## config.mk

```make
export PLATFORM = sky130hd
export DESIGN_NAME = orient_peak_selector
export DESIGN_NICKNAME = d
export VERILOG_FILES = /design/src/rtl/ohps_pkg.sv /design/src/rtl/ohps_ctrl.sv /design/src/rtl/ohps_datapath.sv /design/src/rtl/orient_peak_selector.sv
export SDC_FILE = /design/constraint.sdc
export NUM_CORES = 2
export LEC_CHECK = 0
export BUFFER_PORTS_ARGS = -buffer_cell sky130_fd_sc_hd__buf_2
export CELL_PAD_IN_SITES_DETAIL_PLACEMENT = 0
export CELL_PAD_IN_SITES_GLOBAL_PLACEMENT = 1
export CORE_MARGIN = 3
export CORE_UTILIZATION = 54
export CTS_CLUSTER_SIZE = 10
export DETAILED_ROUTE_END_ITERATION = 16
export MAX_ROUTING_LAYER = met4
export PLACE_DENSITY_LB_ADDON = 0.25
export SYNTH_ARGS = -nofsm -noshare
export SYNTH_HDL_FRONTEND = slang
export SYNTH_SLANG_ARGS = --single-unit
export TNS_END_PERCENT = 5
```

## constraint.sdc

```tcl
create_clock -name clk -period 8.85 [get_ports clk]
set_input_delay 1.3275 -clock clk [delete_from_list [all_inputs] [get_ports clk]]
set_output_delay 1.3275 -clock clk [all_outputs]
set_load 0.03 [all_outputs]
```

## src/rtl/ohps_pkg.sv

```systemverilog
package ohps_pkg;

  typedef enum logic [2:0] {
    ST_IDLE,
    ST_ACCUM,
    ST_SCAN,
    ST_EMIT,
    ST_DONE
  } phase_t;

  // strobes from the sequencer to the histogram datapath
  typedef struct packed {
    logic clr;      // wipe every bin
    logic acc;      // add the incoming sample
    logic maxInit;  // reset the running maximum
    logic maxUpd;   // fold the selected bin into the maximum
    logic emit;     // reporting pass active
  } strobe_t;

endpackage

```

## src/rtl/ohps_ctrl.sv

```systemverilog
module ohps_ctrl
  import ohps_pkg::*;
#(
  parameter int NUM_BINS = 32,
  localparam int IDX_W = $clog2(NUM_BINS)
) (
  input  logic             clk,
  input  logic             rstN,
  input  logic             start,
  input  logic             sampleValid,
  input  logic             sampleLast,
  output strobe_t          strobes,
  output logic [IDX_W-1:0] idx,
  output logic             done
);

  localparam logic [IDX_W-1:0] LAST_IDX = IDX_W'(NUM_BINS - 1);

  phase_t phase, phaseNext;
  logic   startOk;
  logic   lastHit;

  always_comb begin
    startOk = start && (phase == ST_IDLE || phase == ST_ACCUM);
    lastHit = sampleValid && sampleLast && (phase == ST_ACCUM) && !startOk;
    strobes.clr     = startOk;
    strobes.acc     = sampleValid && (startOk || phase == ST_ACCUM);
    strobes.maxInit = lastHit;
    strobes.maxUpd  = (phase == ST_SCAN);
    strobes.emit    = (phase == ST_EMIT);
  end

  always_comb begin
    phaseNext = phase;
    unique case (phase)
      ST_IDLE:  if (startOk) phaseNext = ST_ACCUM;
      ST_ACCUM: if (startOk) phaseNext = ST_ACCUM;
                else if (lastHit) phaseNext = ST_SCAN;
      ST_SCAN:  if (idx == LAST_IDX) phaseNext = ST_EMIT;
      ST_EMIT:  if (idx == LAST_IDX) phaseNext = ST_DONE;
      ST_DONE:  phaseNext = ST_IDLE;
      default:  phaseNext = ST_IDLE;
    endcase
  end

  always_ff @(posedge clk or negedge rstN) begin
    if (!rstN) begin
      phase <= ST_IDLE;
      idx   <= '0;
    end else begin
      phase <= phaseNext;
      if (lastHit) begin
        idx <= '0;
      end else if (phase == ST_SCAN || phase == ST_EMIT) begin
        idx <= (idx == LAST_IDX) ? '0 : idx + 1'b1;
      end
    end
  end

  assign done = (phase == ST_DONE);

endmodule

```

## src/rtl/ohps_datapath.sv

```systemverilog
module ohps_datapath
  import ohps_pkg::*;
#(
  parameter int NUM_BINS = 32,
  parameter int WEIGHT_W = 12,
  parameter int ACC_W    = 16,
  localparam int IDX_W   = $clog2(NUM_BINS)
) (
  input  logic                clk,
  input  logic                rstN,
  input  strobe_t             strobes,
  input  logic [IDX_W-1:0]    idx,
  input  logic [IDX_W-1:0]    sampleBin,
  input  logic [WEIGHT_W-1:0] sampleWeight,
  output logic                peakValid,
  output logic [IDX_W-1:0]    peakBin,
  output logic [ACC_W-1:0]    peakValue
);

  localparam logic [ACC_W-1:0] FULL = {ACC_W{1'b1}};

  logic [ACC_W-1:0] hist [NUM_BINS];
  logic [ACC_W-1:0] maxReg;
  logic [ACC_W-1:0] selVal;
  logic [ACC_W+2:0] fiveSel;
  logic [ACC_W+2:0] fourMax;
  logic             qualify;

  for (genvar b = 0; b < NUM_BINS; b++) begin : g_bin
    logic             hit;
    logic [ACC_W:0]   sum;
    assign hit = strobes.acc && (sampleBin == IDX_W'(b));
    assign sum = {1'b0, hist[b]} + (ACC_W + 1)'(sampleWeight);

    always_ff @(posedge clk or negedge rstN) begin
      if (!rstN) begin
        hist[b] <= '0;
      end else if (strobes.clr) begin
        hist[b] <= hit ? ACC_W'(sampleWeight) : '0;
      end else if (hit) begin
        hist[b] <= sum[ACC_W] ? FULL : sum[ACC_W-1:0];
      end
    end
  end

  assign selVal = hist[idx];

  always_ff @(posedge clk or negedge rstN) begin
    if (!rstN) begin
      maxReg <= '0;
    end else if (strobes.maxInit) begin
      maxReg <= '0;
    end else if (strobes.maxUpd && selVal > maxReg) begin
      maxReg <= selVal;
    end
  end

  // 80 % test without division: 5*value >= 4*max
  assign fiveSel = ({3'b000, selVal} << 2) + {3'b000, selVal};
  assign fourMax = {1'b0, maxReg, 2'b00};
  assign qualify = (selVal != '0) && (fiveSel >= fourMax);

  assign peakValid = strobes.emit && qualify;
  assign peakBin   = idx;
  assign peakValue = selVal;

endmodule

```

## src/rtl/orient_peak_selector.sv

```systemverilog
module orient_peak_selector
  import ohps_pkg::*;
#(
  parameter int NUM_BINS = 32,
  parameter int WEIGHT_W = 12,
  parameter int ACC_W    = 16,
  localparam int IDX_W   = $clog2(NUM_BINS)
) (
  input  logic                clk,
  input  logic                rstN,
  input  logic                start,
  input  logic                sampleValid,
  input  logic [IDX_W-1:0]    sampleBin,
  input  logic [WEIGHT_W-1:0] sampleWeight,
  input  logic                sampleLast,
  output logic                peakValid,
  output logic [IDX_W-1:0]    peakBin,
  output logic [ACC_W-1:0]    peakValue,
  output logic                done
);

  strobe_t          strobes;
  logic [IDX_W-1:0] idx;

  ohps_ctrl #(.NUM_BINS(NUM_BINS)) u_ctrl (
    .clk        (clk),
    .rstN       (rstN),
    .start      (start),
    .sampleValid(sampleValid),
    .sampleLast (sampleLast),
    .strobes    (strobes),
    .idx        (idx),
    .done       (done)
  );

  ohps_datapath #(
    .NUM_BINS(NUM_BINS),
    .WEIGHT_W(WEIGHT_W),
    .ACC_W   (ACC_W)
  ) u_dp (
    .clk         (clk),
    .rstN        (rstN),
    .strobes     (strobes),
    .idx         (idx),
    .sampleBin   (sampleBin),
    .sampleWeight(sampleWeight),
    .peakValid   (peakValid),
    .peakBin     (peakBin),
    .peakValue   (peakValue)
  );

endmodule

```

==> summary by stage <==
Run status
The run finished with clean final reports.

Job
Across the run, the number of max-cap violations was 0.

Die
The die width is 303 um. The floorplan core area is 0.0872 mm2. The die outline area is 0.0920 mm2. After floorplanning, the core was divided into 108 placement rows. The starting utilization of the core area is 54.8%. 45 I/O pins were placed. The overall die height is 303 um.

Power
The combinational fraction of design power is 39.5%. In this run the power spent charging and discharging nets is 3890 uW. The worst ir drop on vdd is 0.000232 V. The share of total power in sequential cells is 31.2%. Of the total power, the clock network draws 29.4%. The internal power of the cells totals 5940 uW. The switching fraction of total power is 39.6%.

Summed over all cells, the static leakage comes to 0.0231 uW. The ratio of total power to cell area is 191 mW/mm2.

Clock network
The tree built by TritonCTS fans out to 536 sinks. The clock latency of the later-clocked register in the worst-skew pair is 0.65 ns. Clock-pin slew was measured on the worst setup and hold paths at 0.06 ns.

The maximum root-to-sink buffer count is 3. The quantity of hold-fixing buffers added after cts is 0. The number of post-CTS setup repair buffers is 0. Clock tree synthesis inserted a total of 70 buffers. The root buffer cell is sky130_fd_sc_hd__clkbuf_16.

The number of levels in the clock H-tree is 3. The number of gates resized after CTS is 0. TritonCTS built the clock tree.

STA
The transition time of the tightest slew-check pin is 1.23 ns. Based on the critical path, the design can be clocked at up to 119 MHz. The smallest clock period supported by the final layout is computed as 8.42 ns. Setup repair after global routing left no endpoint under its margin. Setup violations remaining at the end of the flow were counted as 0. In this run the tightest slew margin relative to its limit is 17.9%. The worst path uses 95.2% of the clock period. Between clock sinks in the finished design, the worst skew comes to 0.0320 ns.

The number of endpoints with negative hold slack in the final report is 0. The final max-slew violation count is 0. In the final timing run, aggregate negative setup slack is 0 ns.

Setup path
At the worst endpoint, the arrival time is 7.10 ns. The critical path's top delay family is compound AO/OA/AOI/OAI gates. The worst setup path is of the register to output port kind. The critical path starts at u_ctrl.idx[0].

The signal on the critical path passes through buf_4 -> mux4_2 -> mux2_2 -> a22oi_1 -> o2111ai_1 -> ha_1 -> o21ai_0 -> a21oi_1 -> o41ai_1 -> o211ai_1 -> a21oi_1 -> xnor2_1 -> ha_1 -> a21oi_1 -> nor2b_1 -> o21ai_0 -> nand2b_1 -> a221o_1 -> nand2_1 -> a311oi_1 -> buf_2. The worst register-to-register path begins at u_ctrl.idx[1]. At the worst endpoint, the required time is 7.52 ns.

The kind of capture point of the worst setup path is an output port. The slowest stage cell on the critical path is sky130_fd_sc_hd__dfrtp_4. By instance count, the cell type seen most on the critical path is sky130_fd_sc_hd__a21oi_1. The largest fanout on the critical path is 21. The buffer and inverter count on the worst path is 2.

The kind of launch point of the worst setup path is a register. The largest stage delay on the critical path is 0.80 ns.

Hold path
The kind of path behind the tightest hold check is register to register. In this run the most critical hold path is launched from u_dp.maxReg[1].

Synthesis
Counting flops and latches in the post-synthesis netlist gives 536. The synthesis warning total is 0. The most used flip-flop cell after synthesis is sky130_fd_sc_hd__dfrtp_1. The share of async-settable or async-resettable flops after synthesis is 100%.

The distinct cell type count of the synthesized netlist is 69. The biggest area contributor in the post-synthesis netlist is sky130_fd_sc_hd__dfrtp_1. The number of nets in the synthesized netlist is 6137. For this run, the register share of the synthesized area comes to 28.1%.

The library cell with the highest instance count after synthesis is sky130_fd_sc_hd__o21ai_0. The area of the mapped netlist is 0.0477 mm2. The cell count after synthesis is 5650. In this run, synthesis inferred 0 flip-flops with an integrated enable. By count the netlist is led by 660 x sky130_fd_sc_hd__o21ai_0, 536 x sky130_fd_sc_hd__dfrtp_1, 499 x sky130_fd_sc_hd__nor2_1. Yosys attributes the largest share of cell area to sky130_fd_sc_hd__dfrtp_1 28%, sky130_fd_sc_hd__ha_1 11%, sky130_fd_sc_hd__o21ai_0 6.9%, sky130_fd_sc_hd__mux4_2 6.2%, sky130_fd_sc_hd__nor3_1 4.4%. The post-synthesis average cell area is 8.45 um2. The top cell type by area accounts for 28.1% of the synthesized area.

Layout
The synthesis-to-layout area growth is 7.86%. The final layout contains 6070 nets. The utilization after layout is 59.1%. The fraction of layout cells with a size suffix above 1 is 7.85%.

GRT
The met1 track demand over resource in global routing is 51.7%. Global routing consumed, on the met3 layer, 8.42% of the routing resources. The final global-route overflow total is 0.

The total track usage is 36.5%. The pin count of the biggest net entering global routing is 161. The met2 capacity usage during global routing is 50.9%. The first global-routing pass estimated 252000 um of wire. met1 is the most crowded layer.

The number of global-route vias before repair was 41400. The initial antenna violation count was 0.

Place
Routability-driven placement finished with a final weighted congestion of 0.974. The count of buffers from port buffering is 44. Summed over all nets, the half-perimeter wirelength after detailed placement is 116000 um.

Drt
The count of vias placed by the detailed router is 45200. The average wire length per cell after detail routing is 24.5 um. The iteration count of the initial detailed-routing pass is 6.

The vias per cell is 6.66. For this run, design rule violations remaining after detail routing come to 0. The count of routing violations after the opening detailed-route iteration is 4920.

In this run the remaining antenna-violating nets after routing total 0. The final wirelength is 166000 um.
## cell usage in the layout (no fill, tap or decap), types with 96 or more instances in the layout
master / netlist / routed
sky130_fd_sc_hd__nor3_1: 416 / 413
sky130_fd_sc_hd__mux4_2: 131 / 131
sky130_fd_sc_hd__nand2_1: 489 / 488
sky130_fd_sc_hd__a21oi_1: 301 / 301
sky130_fd_sc_hd__inv_1: 234 / 234
sky130_fd_sc_hd__a31oi_1: 141 / 141
sky130_fd_sc_hd__xor2_1: 123 / 123
sky130_fd_sc_hd__dfrtp_1: 536 / 533
sky130_fd_sc_hd__xnor2_1: 207 / 207
sky130_fd_sc_hd__nor2_1: 499 / 497
sky130_fd_sc_hd__o21ai_0: 660 / 660
sky130_fd_sc_hd__buf_4: 6 / 96
sky130_fd_sc_hd__a21o_1: 194 / 194
sky130_fd_sc_hd__ha_1: 432 / 432
## stage by stage
stage               cells  setup WS (ns)  power (uW)  area [um2]  hold slack, ns
floorplan            5650           1.67        5750       47700           0.467
global placement     6665          0.982        6810       49200           0.515
detailed placement   6665           1.08        6860       49200           0.522
CTS                  6784          0.370        9770       51500           0.525
global route         6785         0.0996       10300       51500           0.544
finish               6786          0.427        9830       51500           0.528
## state kept, by name, indices dropped and copies added, names as in the netlist
signal,flops
u_ctrl.idx,5
u_dp.hist,512
u_ctrl.phase,3
u_dp.maxReg,16
## worst paths after layout
| kind | slack [ns] | endpoint | depth (start not counted) |
|---|---|---|---|
| worst max-delay path | 0.43 | peakValid | 21 |
| worst min-delay path | 0.53 | u_dp.maxReg[1] | 2 |
| worst max register to register | 2.63 | u_dp.maxReg[9] | 16 |
| worst min register to register | 0.53 | u_dp.maxReg[1] | 2 |
| max in group asynchronous | 6.66 | u_dp.hist[94] | 2 |
| min in group asynchronous | 0.72 | u_dp.maxReg[13] | 1 |
## worst reg2reg max path, delay by kind of cell, from the launching register on
| kind | cells | cell delay, ns |
|---|---|---|
| muxes | 3 | 1.10 |
| DFF | 1 | 0.86 |
| buffers and inverters | 3 | 0.75 |
| adders and majority gates | 1 | 0.53 |
| AOI/OAI and AO/OA | 9 | 2.84 |
## power by group through the flow
stage | clock network (uW) | logic, uW | registers (uW)
detailed placement | 0 | 3760 | 3100
global route | 3010 | 4220 | 3080
finish | 2880 | 3880 | 3070
global placement | 0 | 3710 | 3100
floorplan | 0 | 2890 | 2860
CTS | 2930 | 3780 | 3060
## final cells by class
| type | count | area, um2 |
|---|---|---|
| Antenna cell | 1 | 2.50 |
| Fill cell | 7840 | 35700 |
| Tap cell | 1155 | 1450 |
| Clock inverter | 10 | 93.8 |
| Inverter | 236 | 886 |
| Sequential cell | 536 | 13400 |
| Clock buffer | 109 | 2150 |
| Timing Repair Buffer | 141 | 1130 |
| Multi-Input combinational cell | 4598 | 32300 |
## kinds of logic after synthesis
kind of cell | synth area share, %
and+or+nand+nor | 17.8
AOI/OAI and AO/OA | 23.4
DFF | 28.1
buffers and inverters | 4.21
adders and majority gates | 12.7
xor gates and xnor gates | 6.06
muxes | 7.74
## routing by layer
metal,share of wire [%],wire length (um)
met3,11,18100
met5,0,0
met4,4.2,7000
met1,43,72100
met2,41,68800
Note: power is estimated with default switching activity, not from simulation.
